<file path="config.mk">
export PLATFORM = sky130hd
export DESIGN_NAME = i2c_host_ctrl
export DESIGN_NICKNAME = d
export VERILOG_FILES = /design/src/rtl/i2c_host_pkg.sv /design/src/rtl/i2c_tick_gen.sv /design/src/rtl/i2c_bit_engine.sv /design/src/rtl/i2c_host_ctrl.sv
export SDC_FILE = /design/constraint.sdc
export NUM_CORES = 1
export LEC_CHECK = 0
export BUFFER_PORTS_ARGS = -buffer_cell sky130_fd_sc_hd__buf_4
export CORE_ASPECT_RATIO = 0.5
export CORE_MARGIN = 2
export CORE_UTILIZATION = 50
export DETAILED_ROUTE_END_ITERATION = 6
export GPL_ROUTABILITY_DRIVEN = 0
export PLACE_DENSITY = 0.71
export SLEW_MARGIN = 5
export SYNTH_ARGS = -nofsm -noshare
export SYNTH_HDL_FRONTEND = slang
export SYNTH_SLANG_ARGS = --single-unit
</file>
<file path="constraint.sdc">
create_clock -name clk -period 2.65 [get_ports clk]
set_input_delay 0.53 -clock clk [delete_from_list [all_inputs] [get_ports clk]]
set_output_delay 0.53 -clock clk [all_outputs]
set_load 0.03 [all_outputs]
</file>
<file path="src/rtl/i2c_host_pkg.sv">
`timescale 1ns/1ps
package i2c_host_pkg;
  localparam logic [7:0] OFS_MON  = 8'h80;
  localparam logic [7:0] OFS_DATA = 8'h88;
  localparam logic [7:0] OFS_CTRL = 8'h90;
  localparam logic [7:0] OFS_STAT = 8'h98;
  localparam logic [7:0] OFS_SADR = 8'hA0;

  localparam int CB_START = 0;
  localparam int CB_STOP  = 1;
  localparam int CB_NACK  = 2;
  localparam int CB_XFER  = 3;
  localparam int CB_ABORT = 4;
  localparam int CB_UNIT  = 6;
  localparam int CB_TXIE  = 8;
  localparam int CB_RXIE  = 9;
  localparam int CB_ERRIE = 10;
  localparam logic [15:0] CTRL_KEEP = 16'hFFF7;

  // sticky status flags live in bits 10:4; index below is relative to bit 4
  localparam int STICKY_LO = 4;
  localparam int STICKY_W  = 7;
  localparam int SF_TXE = 6 - STICKY_LO;
  localparam int SF_RXF = 7 - STICKY_LO;
  localparam int SF_ADR = 9 - STICKY_LO;
  localparam int SF_ERR = 10 - STICKY_LO;

  typedef enum logic [1:0] {PH_IDLE, PH_START, PH_BITS, PH_STOP} phase_t;

  typedef struct packed {
    logic       go_start;
    logic       go_stop;
    logic       rd;
    logic       nack;
    logic [7:0] byte_out;
  } xfer_cmd_t;
endpackage

</file>
<file path="src/rtl/i2c_tick_gen.sv">
`timescale 1ns/1ps
module i2c_tick_gen #(
  parameter int unsigned QTR = 4
) (
  input  logic clk,
  input  logic rst_n,
  input  logic en,
  output logic tick
);
  localparam int unsigned CW = (QTR > 1) ? $clog2(QTR) : 1;
  localparam logic [CW-1:0] LAST = CW'(QTR - 1);

  logic [CW-1:0] cnt_q, cnt_n;

  assign tick = en && (cnt_q == LAST);

  always_comb begin
    cnt_n = cnt_q;
    if (!en || tick) cnt_n = '0;
    else             cnt_n = cnt_q + 1'b1;
  end

  always_ff @(posedge clk or negedge rst_n) begin
    if (!rst_n) cnt_q <= '0;
    else        cnt_q <= cnt_n;
  end
endmodule

</file>
<file path="src/rtl/i2c_bit_engine.sv">
`timescale 1ns/1ps
module i2c_bit_engine
  import i2c_host_pkg::*;
(
  input  logic       clk,
  input  logic       rst_n,
  input  logic       tick,
  input  logic       launch,
  input  logic       abort,
  input  xfer_cmd_t  cmd,
  input  logic       sda_in,
  output logic       scl_low,
  output logic       sda_low,
  output logic       busy,
  output logic       done,
  output logic       nacked,
  output logic       rd_byte,
  output logic       released,
  output logic [7:0] rx_byte,
  output phase_t     phase
);
  phase_t    ph_q, ph_n;
  logic [1:0] qc_q, qc_n;
  logic [3:0] bn_q, bn_n;
  logic [7:0] sh_q, sh_n;
  xfer_cmd_t cmd_q, cmd_n;
  logic scl_q, scl_n, sda_q, sda_n, nak_q, nak_n, abrt_q, abrt_n;
  logic done_q, done_n, rel_q, rel_n;
  logic last_bit;

  assign last_bit = (bn_q == 4'd8);

  // quarter 0: set SDA, 1: release SCL, 2: sample, 3: pull SCL low
  always_comb begin
    ph_n = ph_q; qc_n = qc_q; bn_n = bn_q; sh_n = sh_q; cmd_n = cmd_q;
    scl_n = scl_q; sda_n = sda_q; nak_n = nak_q; abrt_n = abrt_q;
    done_n = 1'b0; rel_n = 1'b0;
    unique case (ph_q)
      PH_IDLE: begin
        if (launch) begin
          cmd_n = cmd; sh_n = cmd.byte_out; nak_n = 1'b0; abrt_n = 1'b0;
          qc_n = 2'd0; bn_n = 4'd0;
          ph_n = cmd.go_start ? PH_START : PH_BITS;
        end else if (abort) begin
          abrt_n = 1'b1; qc_n = 2'd0; ph_n = PH_STOP;
        end
      end
      PH_START: if (tick) begin
        qc_n = qc_q + 2'd1;
        unique case (qc_q)
          2'd0: sda_n = 1'b0;
          2'd1: scl_n = 1'b0;
          2'd2: sda_n = 1'b1;
          default: begin scl_n = 1'b1; ph_n = PH_BITS; end
        endcase
      end
      PH_BITS: if (tick) begin
        qc_n = qc_q + 2'd1;
        unique case (qc_q)
          2'd0: sda_n = last_bit ? (cmd_q.rd & ~cmd_q.nack) : (~cmd_q.rd & ~sh_q[7]);
          2'd1: scl_n = 1'b0;
          2'd2: begin
            if (last_bit) nak_n = ~cmd_q.rd & sda_in;
            else          sh_n  = {sh_q[6:0], sda_in};
          end
          default: begin
            scl_n = 1'b1;
            if (last_bit) begin
              bn_n = 4'd0;
              if (cmd_q.go_stop) ph_n = PH_STOP;
              else begin ph_n = PH_IDLE; done_n = 1'b1; end
            end else begin
              bn_n = bn_q + 4'd1;
            end
          end
        endcase
      end
      default: if (tick) begin
        qc_n = qc_q + 2'd1;
        unique case (qc_q)
          2'd0: sda_n = 1'b1;
          2'd1: scl_n = 1'b0;
          2'd2: sda_n = 1'b0;
          default: begin ph_n = PH_IDLE; rel_n = 1'b1; done_n = ~abrt_q; end
        endcase
      end
    endcase
  end

  always_ff @(posedge clk or negedge rst_n) begin
    if (!rst_n) begin
      ph_q <= PH_IDLE; qc_q <= '0; bn_q <= '0; sh_q <= '0; cmd_q <= '0;
      scl_q <= 1'b0; sda_q <= 1'b0; nak_q <= 1'b0; abrt_q <= 1'b0;
      done_q <= 1'b0; rel_q <= 1'b0;
    end else begin
      ph_q <= ph_n; qc_q <= qc_n; bn_q <= bn_n; sh_q <= sh_n; cmd_q <= cmd_n;
      scl_q <= scl_n; sda_q <= sda_n; nak_q <= nak_n; abrt_q <= abrt_n;
      done_q <= done_n; rel_q <= rel_n;
    end
  end

  assign scl_low  = scl_q;
  assign sda_low  = sda_q;
  assign busy     = (ph_q != PH_IDLE);
  assign done     = done_q;
  assign nacked   = nak_q;
  assign rd_byte  = cmd_q.rd;
  assign released = rel_q;
  assign rx_byte  = sh_q;
  assign phase    = ph_q;
endmodule

</file>
<file path="src/rtl/i2c_host_ctrl.sv">
`timescale 1ns/1ps
module i2c_host_ctrl
  import i2c_host_pkg::*;
#(
  parameter int unsigned QTR_CYCLES = 4
) (
  input  logic        clk,
  input  logic        rst_n,
  input  logic        reg_wr,
  input  logic [7:0]  reg_addr,
  input  logic [15:0] reg_wdata,
  output logic [15:0] reg_rdata,
  output logic        irq,
  input  logic        scl_i,
  input  logic        sda_i,
  output logic        scl_oe,
  output logic        sda_oe
);
  logic [15:0] ctrl_q, ctrl_n;
  logic [STICKY_W-1:0] sts_q, sts_n;
  logic rwm_q, rwm_n, acknak_q, acknak_n, own_q, own_n;
  logic [7:0] dbuf_q, dbuf_n;
  logic [6:0] sar_q, sar_n;
  logic [1:0] mon_q;

  logic tick, eng_busy, eng_done, eng_nak, eng_rd, eng_rel, busy_flag;
  logic [7:0] eng_rx;
  phase_t eng_phase;
  logic ctrl_wr, launch, abort;
  xfer_cmd_t cmd;

  assign ctrl_wr = reg_wr && (reg_addr == OFS_CTRL);
  assign launch  = ctrl_wr && reg_wdata[CB_XFER] && reg_wdata[CB_UNIT] && !eng_busy;
  assign abort   = ctrl_wr && !reg_wdata[CB_XFER] && reg_wdata[CB_UNIT] &&
                   reg_wdata[CB_ABORT] && own_q && !eng_busy;

  assign cmd.go_start = reg_wdata[CB_START];
  assign cmd.go_stop  = reg_wdata[CB_STOP];
  assign cmd.nack     = reg_wdata[CB_NACK];
  assign cmd.rd       = !reg_wdata[CB_START] && rwm_q;
  assign cmd.byte_out = dbuf_q;

  i2c_tick_gen #(.QTR(QTR_CYCLES)) u_tick (
    .clk(clk), .rst_n(rst_n), .en(eng_busy), .tick(tick)
  );

  i2c_bit_engine u_eng (
    .clk(clk), .rst_n(rst_n), .tick(tick), .launch(launch), .abort(abort),
    .cmd(cmd), .sda_in(mon_q[0]), .scl_low(scl_oe), .sda_low(sda_oe),
    .busy(eng_busy), .done(eng_done), .nacked(eng_nak), .rd_byte(eng_rd),
    .released(eng_rel), .rx_byte(eng_rx), .phase(eng_phase)
  );

  always_comb begin
    ctrl_n = ctrl_q; sts_n = sts_q; rwm_n = rwm_q; acknak_n = acknak_q;
    own_n = own_q; dbuf_n = dbuf_q; sar_n = sar_q;
    if (eng_rel) own_n = 1'b0;
    if (reg_wr) begin
      unique case (reg_addr)
        OFS_CTRL: begin
          ctrl_n = reg_wdata & CTRL_KEEP;
          if (launch && reg_wdata[CB_START]) begin
            rwm_n = dbuf_q[0];
            own_n = 1'b1;
          end
        end
        OFS_STAT: sts_n = sts_q & ~reg_wdata[STICKY_LO +: STICKY_W];
        OFS_DATA: dbuf_n = reg_wdata[7:0];
        OFS_SADR: sar_n = reg_wdata[6:0];
        default: ;
      endcase
    end
    if (eng_done) begin
      if (eng_nak) begin
        sts_n[SF_TXE] = 1'b1; sts_n[SF_ERR] = 1'b1; acknak_n = 1'b1;
      end else begin
        acknak_n = 1'b0;
        if (eng_rd) begin sts_n[SF_RXF] = 1'b1; dbuf_n = eng_rx; end
        else              sts_n[SF_TXE] = 1'b1;
      end
    end
  end

  always_ff @(posedge clk or negedge rst_n) begin
    if (!rst_n) begin
      ctrl_q <= '0; sts_q <= '0; rwm_q <= 1'b0; acknak_q <= 1'b0;
      own_q <= 1'b0; dbuf_q <= '0; sar_q <= '0; mon_q <= 2'b11;
    end else begin
      ctrl_q <= ctrl_n; sts_q <= sts_n; rwm_q <= rwm_n; acknak_q <= acknak_n;
      own_q <= own_n; dbuf_q <= dbuf_n; sar_q <= sar_n; mon_q <= {scl_i, sda_i};
    end
  end

  assign busy_flag = own_q | eng_busy;

  always_comb begin
    unique case (reg_addr)
      OFS_MON:  reg_rdata = {14'd0, mon_q};
      OFS_DATA: reg_rdata = {8'd0, dbuf_q};
      OFS_CTRL: reg_rdata = ctrl_q;
      OFS_STAT: reg_rdata = {5'd0, sts_q, 1'b0, busy_flag, acknak_q, rwm_q};
      OFS_SADR: reg_rdata = {9'd0, sar_q};
      default:  reg_rdata = 16'd0;
    endcase
  end

  assign irq = (sts_q[SF_ERR] & ctrl_q[CB_ERRIE]) | (sts_q[SF_RXF] & ctrl_q[CB_RXIE]) |
               (sts_q[SF_TXE] & ctrl_q[CB_TXIE]) | sts_q[SF_ADR];
endmodule

</file>
==> results of run 1 <==
per-stage QoR:
step,util,setup WS [ns],instance area (sq um),instances,setup TNS [ns]
after CTS,0.638,0.00214,4620,542,0
final,0.641,0.0329,4640,542,0
after floorplan,-,0.0126,3690,378,0
after global placement,0.584,-0.210,4230,524,-1.80
after detailed placement,0.584,-0.226,4230,524,-1.92
after global routing,0.641,-0.00393,4640,542,-0.00393
power by group through the flow:
stage	logic (mW)	clock network (mW)	registers, mW
finish	0.210	1.36	1.14
global route	0.231	1.44	1.14
CTS	0.210	1.39	1.14
detailed placement	0.206	0	1.16
global placement	0.196	0	1.15
floorplan	0.105	0	1.14
flip-flops by register name, indices dropped and copies added (netlist names):
signal          flops
acknak_q            1
u_eng.bn_q          4
u_eng.released      1
u_eng.sda_low       1
u_eng.phase         2
u_eng.scl_low       1
sts_q               7
u_tick.cnt_q        2
u_eng.abrt_q        1
mon_q               2
u_eng.rd_byte       1
u_eng.rx_byte       8
u_eng.nacked        1
u_eng.cmd_q         2
dbuf_q              8
u_eng.done          1
own_q               1
rwm_q               1
ctrl_q             15
u_eng.qc_q          2
sar_q               7
logic make-up (layout without fill, tap and decap cells):
family,count (synthesis),after routing,share of synthesized area
AO/OA/AOI/OAI,80,80,0.156
adder cells (fa/ha/maj),12,12,0.0408
buffers and inverters,29,97,0.0316
flip-flops,69,69,0.470
multiplexers,28,28,0.0809
AND/OR/NAND/NOR,160,160,0.221
how the worst min path moves through the flow:
stage	startpoint	to	slack, ns
2_1_floorplan	rst_n	acknak_q	0.23
4_1_cts	sda_i	mon_q[0]	0.29
3_5_place_dp	u_tick.cnt_q[0]	u_tick.cnt_q[0]	0.43
3_3_place_gp	u_eng.released	own_q	0.42
5_1_grt	sda_i	mon_q[0]	0.29
6_report	sda_i	mon_q[0]	0.30
repair_timing:
action                                  CTS  global route
gates cloned                              1             0
resized for setup                         7             6
endpoints found under the setup margin   10             4
setup buffers                             1             0
pin swaps                                 0             1
worst register-to-register path: cells and delay by family, from the launching register on:
| family | cells | cell delay, ns |
|---|---|---|
| flip-flops | 1 | 0.41 |
| AND/OR/NAND/NOR | 2 | 0.59 |
| buffers and inverters | 2 | 0.33 |
| multiplexers | 1 | 0.29 |
| adder cells (fa/ha/maj) | 1 | 0.37 |
cell type report:
cell class,instances,area (sq um)
clock buffers,10,229
clock inverters,6,113
fillers,592,2600
inverters,15,56.3
multi-input cells,280,1880
flip-flops and latches,69,1730
well taps,96,120
repair buffers,66,514
cell usage in the layout (no fill, tap or decap), types with 8 or more instances in the layout:
| cell type | Yosys | routed |
|---|---|---|
| a21oi_1 | 19 | 19 |
| buf_4 | 0 | 61 |
| clkbuf_16 | 0 | 9 |
| dfrtp_1 | 67 | 67 |
| ha_1 | 12 | 11 |
| inv_1 | 15 | 15 |
| mux2_2 | 14 | 14 |
| mux2i_1 | 14 | 14 |
| nand2_1 | 66 | 66 |
| nand3_1 | 20 | 20 |
| nor2_1 | 23 | 19 |
| o21ai_0 | 17 | 17 |
| o221a_1 | 8 | 8 |
routing by layer:
metal / track usage / vias to the layer above / routed length (um)
met1: 0.332 / 1534 / 4400
li1: - / 1487 / -
met4: 0.0889 / 0 / 119
met3: 0.0528 / 14 / 499
met2: 0.414 / 80 / 4440
met5: 0 / - / 0
==> results.json, run 1 <==
{
  "ff2ff_path_depth": 6,
  "path_depth": 7,
  "whs_path_depth": 1,
  "relSlewSlack": 0.429,
  "slew_viol_final": 0,
  "grt_pass1_wl_um": 15800,
  "maxCapViolCount": 0,
  "clock_sinks": 69,
  "setup_viol": 0,
  "path_delay_family": "simple AND/OR/NAND/NOR gates",
  "worstSkewPairLatency_ns": 0.33,
  "crit_end": "reg_rdata[6]",
  "total_power_mw": 2.71,
  "p_switching_mw": 0.598,
  "synthesis.area_sq_um": 3680,
  "nets": 482,
  "worst-path-buf-inv": 3,
  "synthesis.nets": 419,
  "crit_chain": "buf_4 -> or3_4 -> or4_4 -> buf_6 -> nor2_2 -> a221o_1 -> buf_6",
  "ys_top_cells_by_area": "dfrtp_1 46%, nand2_1 6.7%, mux2_2 4.3%",
  "crit_path_frequent_cell": "buf_6",
  "viasPerCell": 5.75,
  "overflow": 0,
  "path_class": "in -> out",
  "clkSlewWorstSetupHoldPaths_ns": 0.05,
  "grt_usage": 0.250,
  "core.rowCount": 22,
  "fin_crit_ns": 2.62,
  "dp_hpwl_um": 6810,
  "syn_inst": 378,
  "grt_pass1_vias": 3155,
  "netSwitchingFraction": 0.220,
  "internal-power_mw": 2.11,
  "cts_root_buf": "clkbuf_16",
  "final_hold_viol_count": 0,
  "r2r-start": "u_eng.phase[0]",
  "yosysMostFrequentCell": "dfrtp_1",
  "drc": 0,
  "ys_warn_count": 0,
  "synth.distinct_cells": 50,
  "cp.arrival_ns": 2.09,
  "htreeDepth": 3,
  "drive_gt1_frac": 0.262,
  "antenna_found_initial": 0,
  "synth_top_area_frac": 0.455,
  "areaGrowthSynthToFinish_pct": 25.9,
  "cp-startpoint": "reg_addr[1]",
  "end_kind": "primary output",
  "grt_max_degree": 70,
  "dieArea_sq_um": 8110,
  "ys_top_cells_by_count": "67 x dfrtp_1, 66 x nand2_1, 23 x nor2_1",
  "chipHeight_um": 64.7,
  "status": "finished, final reports clean",
  "ys_seq_area_frac": 0.470,
  "worstPathRequired_ns": 2.12,
  "worstPathMaxFanout": 3,
  "drt-total-wl_um": 9460,
  "route.vias.total": 3115,
  "hp-class": "in -> reg",
  "detail-route-antenna-nets": 0,
  "yosysTopAreaCell": "dfrtp_1",
  "async_reset_ff_frac": 1.00,
  "avgSynthCellArea_sq_um": 9.74,
  "holdWs_ns": 0.301,
  "cts_tree": "done",
  "irDropWorstVdd_mv": 0.319,
  "startpoint_type": "primary input",
  "pwr-share-comb": 0.077,
  "clkPwrFrac": 0.503,
  "numCtsBuffers": 9,
  "leakage_nw": 2.26,
  "powerDensity_nw_per_um2": 585,
  "seq_power_share": 0.420,
  "max_freq_mhz": 382,
  "io_buffers": 47,
  "wl_per_cell_um": 17.4,
  "synth_edf_count": 0,
  "r2r-end": "rwm_q",
  "r2r_slack_ns": 0.55,
  "core-area_sq_um": 7240,
  "ios": 48,
  "die_width_um": 125,
  "diodes": 0,
  "cts_hold_buf": 0,
  "ctsLongestPathBuffers": 2,
  "drt_iter0_drc": 212,
  "ys.flop_type": "dfrtp_1",
  "ys_ff_latch": 69,
  "cp_slowest_cell": "or4_4",
  "worst_pin_slew_ns": 0.857,
  "clock_skew_ns": 0.00443,
  "firstDrtPassIters": 4,
  "critPathMaxStageDelay_ns": 0.53,
  "start_util": 0.509,
  "period_share": 0.988
}
Power figures use the tool's default switching activity.
==> run 2: changes to the inputs <==
--- a/config.mk
+++ b/config.mk
@@ -13,4 +13,5 @@
 export GPL_ROUTABILITY_DRIVEN = 0
 export PLACE_DENSITY = 0.71
+export SETUP_SLACK_MARGIN = 0.5
 export SLEW_MARGIN = 5
 export SYNTH_ARGS = -nofsm -noshare
==> constraint.sdc (replaced) <==
create_clock -name clk -period 2.65 [get_ports clk]
set_input_delay 0.795 -clock clk [delete_from_list [all_inputs] [get_ports clk]]
set_output_delay 0.795 -clock clk [all_outputs]
set_load 0.03 [all_outputs]
==> run 2 against run 1 <==
The run now ends with setup timing left. Critical path depth is 1 lower. Utilization rose by 5.5 points. Clock power decreased by 20%. Total power shrank 8.3%. Register-to-register slack gained 0.06 ns. Count of clock-buffer cells in the layout shrank 1. Sequential share of layout area is 3.0 points lower. Setup slack worse by 0.48 ns. Critical endpoint is now reg_rdata[0]. Largest power group is now registers.
==> results.json, run 2 (synthesis gave the netlist of run 1 again) <==
{
  "htreeDepth": 3,
  "drive_gt1_frac": 0.400,
  "cts_root_buf": "clkbuf_16",
  "dpl-instance-area_sq_um": 4450,
  "clkSlewWorstSetupHoldPaths_ns": 0.06,
  "drt_iter0_drc": 302,
  "drt-total-wl_um": 10800,
  "leakage_nw": 2.41,
  "end_kind": "primary output",
  "wl_per_cell_um": 19.3,
  "stdcell_count": 561,
  "worstSkewPairLatency_ns": 0.34,
  "die_width_um": 125,
  "largest_register_ffs": 15,
  "startpoint_type": "primary input",
  "cts_hold_buf": 0,
  "detail-route-antenna-nets": 0,
  "relSlewSlack": 0.425,
  "path_class": "in -> out",
  "met1_usage": 0.367,
  "slew_viol_final": 0,
  "fin_area_sq_um": 5040,
  "worst_slack_ns": -0.449,
  "numCtsBuffers": 9,
  "diodes": 0,
  "grt_max_degree": 70,
  "met3_usage": 0.0809,
  "top_register": "ctrl_q",
  "chipHeight_um": 64.7,
  "ios": 48,
  "viasPerCell": 5.91,
  "dp.cells": 540,
  "drc": 0,
  "top_usage_layer": "met2",
  "powerDensity_nw_per_um2": 494,
  "antenna_found_initial": 0,
  "worstPathRequired_ns": 1.86,
  "final_hold_viol_count": 0,
  "worstPathMaxFanout": 6,
  "start_util": 0.509,
  "final_cell_mix": "67 x dfrtp_1, 60 x buf_4, 41 x nand2_1, 22 x buf_6, 20 x nand3_1",
  "status": "finished, violations left",
  "clock_skew_ns": 0.00472,
  "layout.cells.most_common": "dfrtp_1",
  "areaGrowthSynthToFinish_pct": 36.8,
  "ctsLongestPathBuffers": 2,
  "nets": 501,
  "maxCapViolCount": 0,
  "met2_usage": 0.454,
  "grt_pass1_vias": 3275,
  "hp-class": "reg -> reg",
  "period_share": 1.17,
  "core.rowCount": 22,
  "fin_crit_ns": 3.10,
  "cp.arrival_ns": 2.30,
  "cts_tree": "done",
  "io_buffers": 47,
  "core-area_sq_um": 7240,
  "violations": "setup timing",
  "grt_usage": 0.279,
  "max_freq_mhz": 323,
  "setup_viol": 19,
  "holdWs_ns": 0.447,
  "dp_hpwl_um": 7320,
  "grt_pass1_wl_um": 17300,
  "clock_sinks": 69,
  "dieArea_sq_um": 8110,
  "irDropWorstVdd_mv": 0.325,
  "overflow": 0,
  "worst_pin_slew_ns": 0.863,
  "rsz0062_at_grt": "true",
  "route.vias.total": 3316,
  "firstDrtPassIters": 5
}
-- run 2: changes by cell type in the layout (fill, tap and decap cells not counted), moves of 4 or more --
cell,previous run,this run
nand2_1,66,41
buf_6,4,22
nand2_2,0,16
nand2_4,0,9
and2_1,5,0
and2_4,0,5
nor2_4,2,6
-- run 2: area by class of cell --
type / instances / area, sq um
well taps: 96 / 120
inverters: 15 / 56.3
repair buffers: 84 / 743
flip-flops and latches: 69 / 1730
clock inverters: 7 / 42.5
fillers: 524 / 2200
clock buffers: 9 / 225
multi-input cells: 281 / 2120
-- run 2: path summary, 6_finish.rpt --
kind / startpoint / end / slack (ns) / cells past startpoint
max: reg_addr[1] / reg_rdata[0] / -0.45 / 6
min: u_eng.released / own_q / 0.45 / 1
max reg2reg: u_eng.phase[0] / u_eng.rx_byte[2] / 0.61 / 6
min reg2reg: u_eng.released / own_q / 0.45 / 1
max in group asynchronous: rst_n / u_eng.phase[0] / 1.51 / 1
min in group asynchronous: rst_n / sar_q[1] / 0.56 / 1
-- run 2: report_power, final --
| part | switching (mW) | internal, mW |
|---|---|---|
| clock | 0.461 | 0.625 |
| combinational | 0.134 | 0.122 |
| sequential | 0.0480 | 1.10 |
| total | 0.643 | 1.85 |
-- run 2: repair_timing --
action	CTS	global route
resized for setup	50	28
pin swaps	20	18
cloned	1	1
setup buffers	2	1
endpoints found under the hold margin	0	0
setup endpoints to repair	31	50
-- run 2: per-stage QoR --
stage | power (mW) | setup WS [ns] | setup TNS, ns | util
4_1_cts | 2.49 | -0.459 | -6.32 | 0.676
5_1_grt | 2.59 | -0.491 | -7.15 | 0.696
2_1_floorplan | 1.26 | -0.277 | -2.74 | -
3_3_place_gp | 1.37 | -0.520 | -8.66 | 0.614
3_5_place_dp | 1.39 | -0.552 | -9.16 | 0.614
6_report | 2.49 | -0.449 | -6.47 | 0.696
-- run 2: critical path: stages --
cell and delay [ns]:
buf_6 0.09, or3_4 0.39, or4_4 0.54, nor2_4 0.18, a221o_2 0.18, buf_6 0.13
-- run 2: metal layers --
layer  vias up  wire length (um)  share of wire
li1       1530                 -              -
met1      1654              4750           0.44
met2       119              5190           0.48
met3        13               765          0.071
met4         0               123          0.011
met5         -                 0              0
